--- config.mk ---
export PLATFORM = sky130hd
export DESIGN_NAME = gpio_dual_bank
export DESIGN_NICKNAME = d
export VERILOG_FILES = /design/src/rtl/gpio_dual_pkg.sv /design/src/rtl/gpio_sync_edge.sv /design/src/rtl/gpio_irq_route.sv /design/src/rtl/gpio_dual_bank.sv
export SDC_FILE = /design/constraint.sdc
export NUM_CORES = 1
export LEC_CHECK = 0
export ABC_AREA = 1
export BUFFER_PORTS_ARGS = -buffer_cell sky130_fd_sc_hd__buf_2
export CORE_MARGIN = 2
export CORE_UTILIZATION = 45
export CTS_CLUSTER_SIZE = 16
export DETAILED_ROUTE_END_ITERATION = 8
export MAX_ROUTING_LAYER = met4
export PLACE_DENSITY = 0.76
export SYNTH_ARGS = -nofsm -noshare
export SYNTH_HDL_FRONTEND = slang
export SYNTH_SLANG_ARGS = --single-unit
--- constraint.sdc ---
create_clock -name clk -period 1.86 [get_ports clk]
set_clock_uncertainty 0.2 [all_clocks]
set_input_delay 0.093 -clock clk [delete_from_list [all_inputs] [get_ports clk]]
set_output_delay 0.093 -clock clk [all_outputs]
set_load 0.01 [all_outputs]
--- src/rtl/gpio_dual_pkg.sv ---
package gpio_dual_pkg;
  localparam int ADDR_W = 3;

  typedef enum logic [ADDR_W-1:0] {
    REG_OWNER = 3'd0,
    REG_DIR   = 3'd1,
    REG_DOUT  = 3'd2,
    REG_DIN   = 3'd3,
    REG_IEN   = 3'd4,
    REG_EDGE  = 3'd5,
    REG_STAT  = 3'd6
  } reg_sel_e;
endpackage

--- src/rtl/gpio_sync_edge.sv ---
module gpio_sync_edge #(
  parameter int W = 14
) (
  input  logic         clk,
  input  logic         rst,
  input  logic [W-1:0] async_in,
  output logic [W-1:0] sync_out,
  output logic [W-1:0] prev_out
);
  logic [W-1:0] stage1_q;
  logic [W-1:0] stage2_q;
  logic [W-1:0] prev_q;

  always_ff @(posedge clk) begin
    if (rst) begin
      stage1_q <= '0;
      stage2_q <= '0;
      prev_q   <= '0;
    end else begin
      stage1_q <= async_in;
      stage2_q <= stage1_q;
      prev_q   <= stage2_q;
    end
  end

  assign sync_out = stage2_q;
  assign prev_out = prev_q;
endmodule

--- src/rtl/gpio_irq_route.sv ---
module gpio_irq_route #(
  parameter int W = 14
) (
  input  logic [W-1:0] ien,
  input  logic [W-1:0] stat,
  input  logic [W-1:0] owner,
  output logic         irq_pri,
  output logic         irq_sec
);
  logic [W-1:0] live_pri;
  logic [W-1:0] live_sec;

  for (genvar g = 0; g < W; g++) begin : g_pin
    assign live_pri[g] = ien[g] & stat[g] & ~owner[g];
    assign live_sec[g] = ien[g] & stat[g] &  owner[g];
  end

  assign irq_pri = |live_pri;
  assign irq_sec = |live_sec;
endmodule

--- src/rtl/gpio_dual_bank.sv ---
module gpio_dual_bank
  import gpio_dual_pkg::*;
#(
  parameter int NPINS = 14
) (
  input  logic              clk,
  input  logic              rst,
  input  logic              a_wr,
  input  logic [ADDR_W-1:0] a_addr,
  input  logic [NPINS-1:0]  a_wdata,
  output logic [NPINS-1:0]  a_rdata,
  input  logic              b_wr,
  input  logic [ADDR_W-1:0] b_addr,
  input  logic [NPINS-1:0]  b_wdata,
  output logic [NPINS-1:0]  b_rdata,
  input  logic [NPINS-1:0]  pad_in,
  output logic [NPINS-1:0]  pad_out,
  output logic [NPINS-1:0]  pad_oe,
  output logic              irq_pri,
  output logic              irq_sec
);
  typedef logic [NPINS-1:0] vec_t;

  // Bits that a port owns: primary owns the zeros, secondary the ones.
  function automatic vec_t owned_by(input vec_t owner, input logic sec);
    return sec ? owner : ~owner;
  endfunction

  // Masked write from both ports; masks are disjoint, so order is free.
  function automatic vec_t two_port_write(input vec_t cur,
                                          input logic hit_a, input vec_t dat_a, input vec_t msk_a,
                                          input logic hit_b, input vec_t dat_b, input vec_t msk_b);
    vec_t r;
    r = cur;
    if (hit_a) r = (r & ~msk_a) | (dat_a & msk_a);
    if (hit_b) r = (r & ~msk_b) | (dat_b & msk_b);
    return r;
  endfunction

  // Per-pin edge match against the selected polarity.
  function automatic vec_t edge_match(input vec_t cur, input vec_t prv, input vec_t rise);
    return (rise & cur & ~prv) | (~rise & ~cur & prv);
  endfunction

  vec_t owner_q, dir_q, dout_q, ien_q, edge_q, stat_q;
  vec_t own_a, own_b;
  vec_t sync_v, prev_v;
  vec_t edge_hit;
  vec_t clr_mask;
  vec_t dir_nxt, dout_nxt, ien_nxt, edge_nxt, stat_nxt;
  logic a_is_owner;

  gpio_sync_edge #(.W(NPINS)) u_sync (
    .clk      (clk),
    .rst      (rst),
    .async_in (pad_in),
    .sync_out (sync_v),
    .prev_out (prev_v)
  );

  assign own_a      = owned_by(owner_q, 1'b0);
  assign own_b      = owned_by(owner_q, 1'b1);
  assign edge_hit   = ~dir_q & edge_match(sync_v, prev_v, edge_q);
  assign a_is_owner = a_wr && (a_addr == REG_OWNER);

  always_comb begin
    dir_nxt  = two_port_write(dir_q,  a_wr && a_addr == REG_DIR,  a_wdata, own_a,
                                      b_wr && b_addr == REG_DIR,  b_wdata, own_b);
    dout_nxt = two_port_write(dout_q, a_wr && a_addr == REG_DOUT, a_wdata, own_a,
                                      b_wr && b_addr == REG_DOUT, b_wdata, own_b);
    ien_nxt  = two_port_write(ien_q,  a_wr && a_addr == REG_IEN,  a_wdata, own_a,
                                      b_wr && b_addr == REG_IEN,  b_wdata, own_b);
    edge_nxt = two_port_write(edge_q, a_wr && a_addr == REG_EDGE, a_wdata, own_a,
                                      b_wr && b_addr == REG_EDGE, b_wdata, own_b);
    clr_mask = '0;
    if (a_wr && a_addr == REG_STAT) clr_mask = clr_mask | (a_wdata & own_a);
    if (b_wr && b_addr == REG_STAT) clr_mask = clr_mask | (b_wdata & own_b);
    stat_nxt = (stat_q & ~clr_mask) | edge_hit;
  end

  always_ff @(posedge clk) begin
    if (rst) begin
      owner_q <= '0;
      dir_q   <= '0;
      dout_q  <= '0;
      ien_q   <= '0;
      edge_q  <= '0;
      stat_q  <= '0;
    end else begin
      if (a_is_owner) owner_q <= a_wdata;
      dir_q  <= dir_nxt;
      dout_q <= dout_nxt;
      ien_q  <= ien_nxt;
      edge_q <= edge_nxt;
      stat_q <= stat_nxt;
    end
  end

  function automatic vec_t read_view(input logic [ADDR_W-1:0] addr, input vec_t msk);
    vec_t v;
    case (addr)
      REG_OWNER: v = owner_q;
      REG_DIR:   v = dir_q  & msk;
      REG_DOUT:  v = dout_q & msk;
      REG_DIN:   v = sync_v & msk;
      REG_IEN:   v = ien_q  & msk;
      REG_EDGE:  v = edge_q & msk;
      REG_STAT:  v = stat_q & msk;
      default:   v = '0;
    endcase
    return v;
  endfunction

  assign a_rdata = read_view(a_addr, own_a);
  assign b_rdata = read_view(b_addr, own_b);
  assign pad_out = dout_q;
  assign pad_oe  = dir_q;

  gpio_irq_route #(.W(NPINS)) u_route (
    .ien     (ien_q),
    .stat    (stat_q),
    .owner   (owner_q),
    .irq_pri (irq_pri),
    .irq_sec (irq_sec)
  );
endmodule

==> reports/results.md <==
| Quantity | This run | Unit |
|---|---|---|
| Relative contribution of combinational cells to total power | 13.9 | % |
| Top delay family on crit path | simple AND/OR/NAND/NOR gates | - |
| Final Hold Slack | 46.0 | ps |
| Number of hold-slack violations in the final timing report | 0 | - |
| Data required time of the critical path | 1570 | ps |
| Chip Height | 134 | um |
| Worst reg2reg startpoint | own_b[13]$_SDFFE_PP0P_ | - |
| Max-Slew Margin vs Limit | 67.8 | % |
| TritonCTS clock tree | done | - |
| Ratio of final minimum period to clock period | 101 | % |
| Critical path endpoint category | output port | - |
| Highest clock rate | 531 | MHz |
| Number of nets with antenna violations after detailed routing | 0 | - |
| Placeable core region | 16600 | um2 |
| Total power | 7.65 | mW |
| Int Pwr | 5.60 | mW |
| Result of the run | complete, but fails checks | - |
| Distinct cell type count of the synthesized netlist | 26 | - |
| Setup CP Type | flop to output port | - |
| Buffer levels on the longest clock path | 2 | - |
| Std-Cell Rows | 47 | - |
| Via count of the first global-routing pass | 8611 | - |
| Synth area leaders | dfxtp_1 33%, nand2_1 14%, o21ai_0 12% | - |
| Number of buffer and inverter stages on the critical path | 2 | - |
| WL per Instance | 18.4 | um |
| FF+latch count, synth | 126 | - |
| Violations in the final reports | setup timing | - |
| Post-route setup slack | -23.3 | ps |
| Max-capacitance violation count | 0 | - |
| Switching share of power | 26.8 | % |
| First-pass GRT wire length | 46300 | um |
| Commonest cells after routing, fill and taps aside | 276 x nand2_1, 186 x o21ai_0, 148 x nor2_1 | - |
| Avg Cell Area, Syn | 6.02 | um2 |
| Power density over the cells | 768 | nW/um2 |
| Number of detailed-routing iterations run before antenna repair | 6 | - |
| Peak VDD IR | 0.000604 | V |
| Critical path startpoint category | flop | - |
| Clock transition at the register clock pins on the worst setup and hold paths after CTS | 60 | ps |
| Final Core Density | 60.1 | % |
| Synth-to-layout area growth | 30.9 | % |
| Synth Flop Type | dfxtp_1 | - |
| Dpl hpwl | 22000 | um |
| Data arrival, critical path | 1590 | ps |
| DR DRC count | 0 | - |
| Clk sinks | 126 | - |
| Dominant cell type by area after synthesis | dfxtp_1 | - |
| Pin count of the biggest net entering global routing | 71 | - |
| Die span in x | 134 | um |
| Global route overflow | 0 | - |
| Number of max-slew violations in the final report | 0 | - |
| Max Fanout on Critical Path | 8 | - |
| Post-Syn Area | 7610 | um2 |
| Number of buffers created by CTS | 17 | - |
| Final design instance area without fill | 9960 | um2 |
| Instance area after placement | 8660 | um2 |
| Total global-route track usage | 34.5 | % |
| Synth warn | 0 | - |
| Sw power | 2.05 | mW |
| Setup repair after global routing missed its margin | yes | - |
| Cell breakdown of the critical path | inv_1, nand3_1, nand2_1, nor3_2, nand3_2, buf_2 | - |
| Fraction of power consumed by the clock network | 48.2 | % |
| Worst Hold Class | input port to flop | - |
| Overall routed net length | 30600 | um |
| Part of the total power dissipated in sequential elements | 37.9 | % |
| CTS H-tree lvls | 4 | - |
| Placer's final routability congestion estimate | 1.01 | - |
| Clk Latency, worst-skew pair | 430 | ps |
| Die Outline Area | 18000 | um2 |
| Number of nets in the synthesized netlist | 1316 | - |
| Net count reported at finish | 1481 | - |
| Startpoint of the lowest-slack hold path | a_wr | - |
| Initial core utilization | 45.9 | % |
| Number of I/O port buffers | 109 | - |
| Number of antenna violations at the first check in global routing | 0 | - |
| Least-Margin Pin Slew | 482 | ps |
| Proportion of synthesized chip area in sequential cells | 33.1 | % |
| Synth Instances | 1264 | - |
| Detailed-route via count | 9522 | - |
| Clock root buffer | clkbuf_16 | - |
| 1st-iter DRT viols | 911 | - |
| Most common library cell in the layout ignoring fill and taps | nand2_1 | - |
| Final min period | 1880 | ps |
| Vias per Instance | 5.73 | - |
| Worst setup startpoint | own_b[12]$_SDFFE_PP0P_ | - |
| Slowest stage cell on the critical path | dfxtp_4 | - |
| Crit-path max cell delay | 390 | ps |
| Final setup viols | 1 | - |
| I/O pin count | 110 | - |
| Post-synth EDFFs | 0 | - |
| Fraction of final layout cells sized beyond drive strength 1 | 20.8 | % |
| Area share of the leading cell type in the synthesized netlist | 33.1 | % |
| Synth async-reset ratio | 0 | % |
| Leakage power total | 4.18 | nW |
stage by stage:
step           setup TNS, ps  cells  setup WS (ps)
5_1_grt                -79.4   1662          -51.4
3_3_place_gp               0   1584            127
3_5_place_dp               0   1584            174
6_report               -23.3   1663          -23.3
4_1_cts                    0   1660          0.996
2_1_floorplan              0   1264            379
state kept, by name, indices dropped and copies added, names as in the netlist:
name and flops:
own_b 14, u_sync.stage1_q 14, ien_q 14, u_sync.sync_out 14, pad_out 14, edge_q 14, stat_q 14, pad_oe 14
u_sync.prev_out 14
layout make-up:
| class | count | area, um2 |
|---|---|---|
| clock buffer | 23 | 458 |
| fill | 1612 | 6620 |
| sequential | 126 | 2610 |
| inverter | 156 | 596 |
| tap | 220 | 275 |
| clock inverter | 9 | 183 |
| timing repair buffer | 216 | 1560 |
| multi-input combinational | 912 | 4280 |
| antenna | 1 | 2.50 |
power groups by stage:
stage / clock, mW / sequential (mW) / combinational [mW]
final: 3.69 / 2.90 / 1.06
after detailed placement: 0 / 2.95 / 0.940
after global routing: 3.82 / 2.90 / 1.16
after global placement: 0 / 2.95 / 0.932
after CTS: 3.69 / 2.89 / 1.02
after floorplan: 0 / 2.91 / 0.562
final timing paths:
| kind | end | slack (ps) | depth (start not counted) |
|---|---|---|---|
| setup reg to reg | own_b[13]$_SDFFE_PP0P_ | 290 | 4 |
| setup / recovery | irq_pri | -20 | 6 |
| hold reg to reg | u_sync.sync_out[8]$_SDFF_PP0_ | 190 | 2 |
| hold / removal | edge_q[0]$_SDFF_PP0_ | 50 | 5 |
synthesized netlist by cell type (3+ instances only):
cell type and instances:
nand4_1 46, a31oi_1 14, nand3_1 66, nand3_2 3, clkbuf_1 37, inv_2 5
buf_4 3, buf_1 6, nor2_4 3, inv_1 149, nor2_2 6, o21ai_1 3
o21ai_0 187, nand2_1 276, nor2_1 149, dfxtp_1 126, nor3_1 23, o21bai_1 8
nand3b_1 4, buf_2 23, a21oi_1 117, o22ai_1 5
per-layer routing:
| layer | vias up | wire, um | global-route usage [%] |
|---|---|---|---|
| met5 | - | 0 | - |
| li1 | 4489 | - | - |
| met3 | 158 | 2720 | 6.35 |
| met1 | 4295 | 11300 | 39.3 |
| met4 | 0 | 2390 | 23.0 |
| met2 | 580 | 14300 | 55.4 |
worst min-delay path, stage by stage:
cell	delay, ps
buf_2	120
inv_1	170
nor2_2	100
nand2_1	70
a31oi_1	70
kinds of logic (layout without fill, tap and decap cells):
kind of cell    after synthesis  after routing  share of synthesized area [%]
buf+inv                     226            404                           11.7
other cells                   0              1                              0
compound gates              334            334                           22.5
simple gates                578            578                           32.6
flops                       126            126                           33.1
repair_timing:
action,CTS,global route
setup buffers,0,1
gates resized for setup,16,76
hold buffers,44,0
pin swaps,3,5
gates cloned,0,1
hold endpoints to repair,106,0
setup endpoints to repair,3,22
Note: power is estimated with default switching activity, not from simulation.
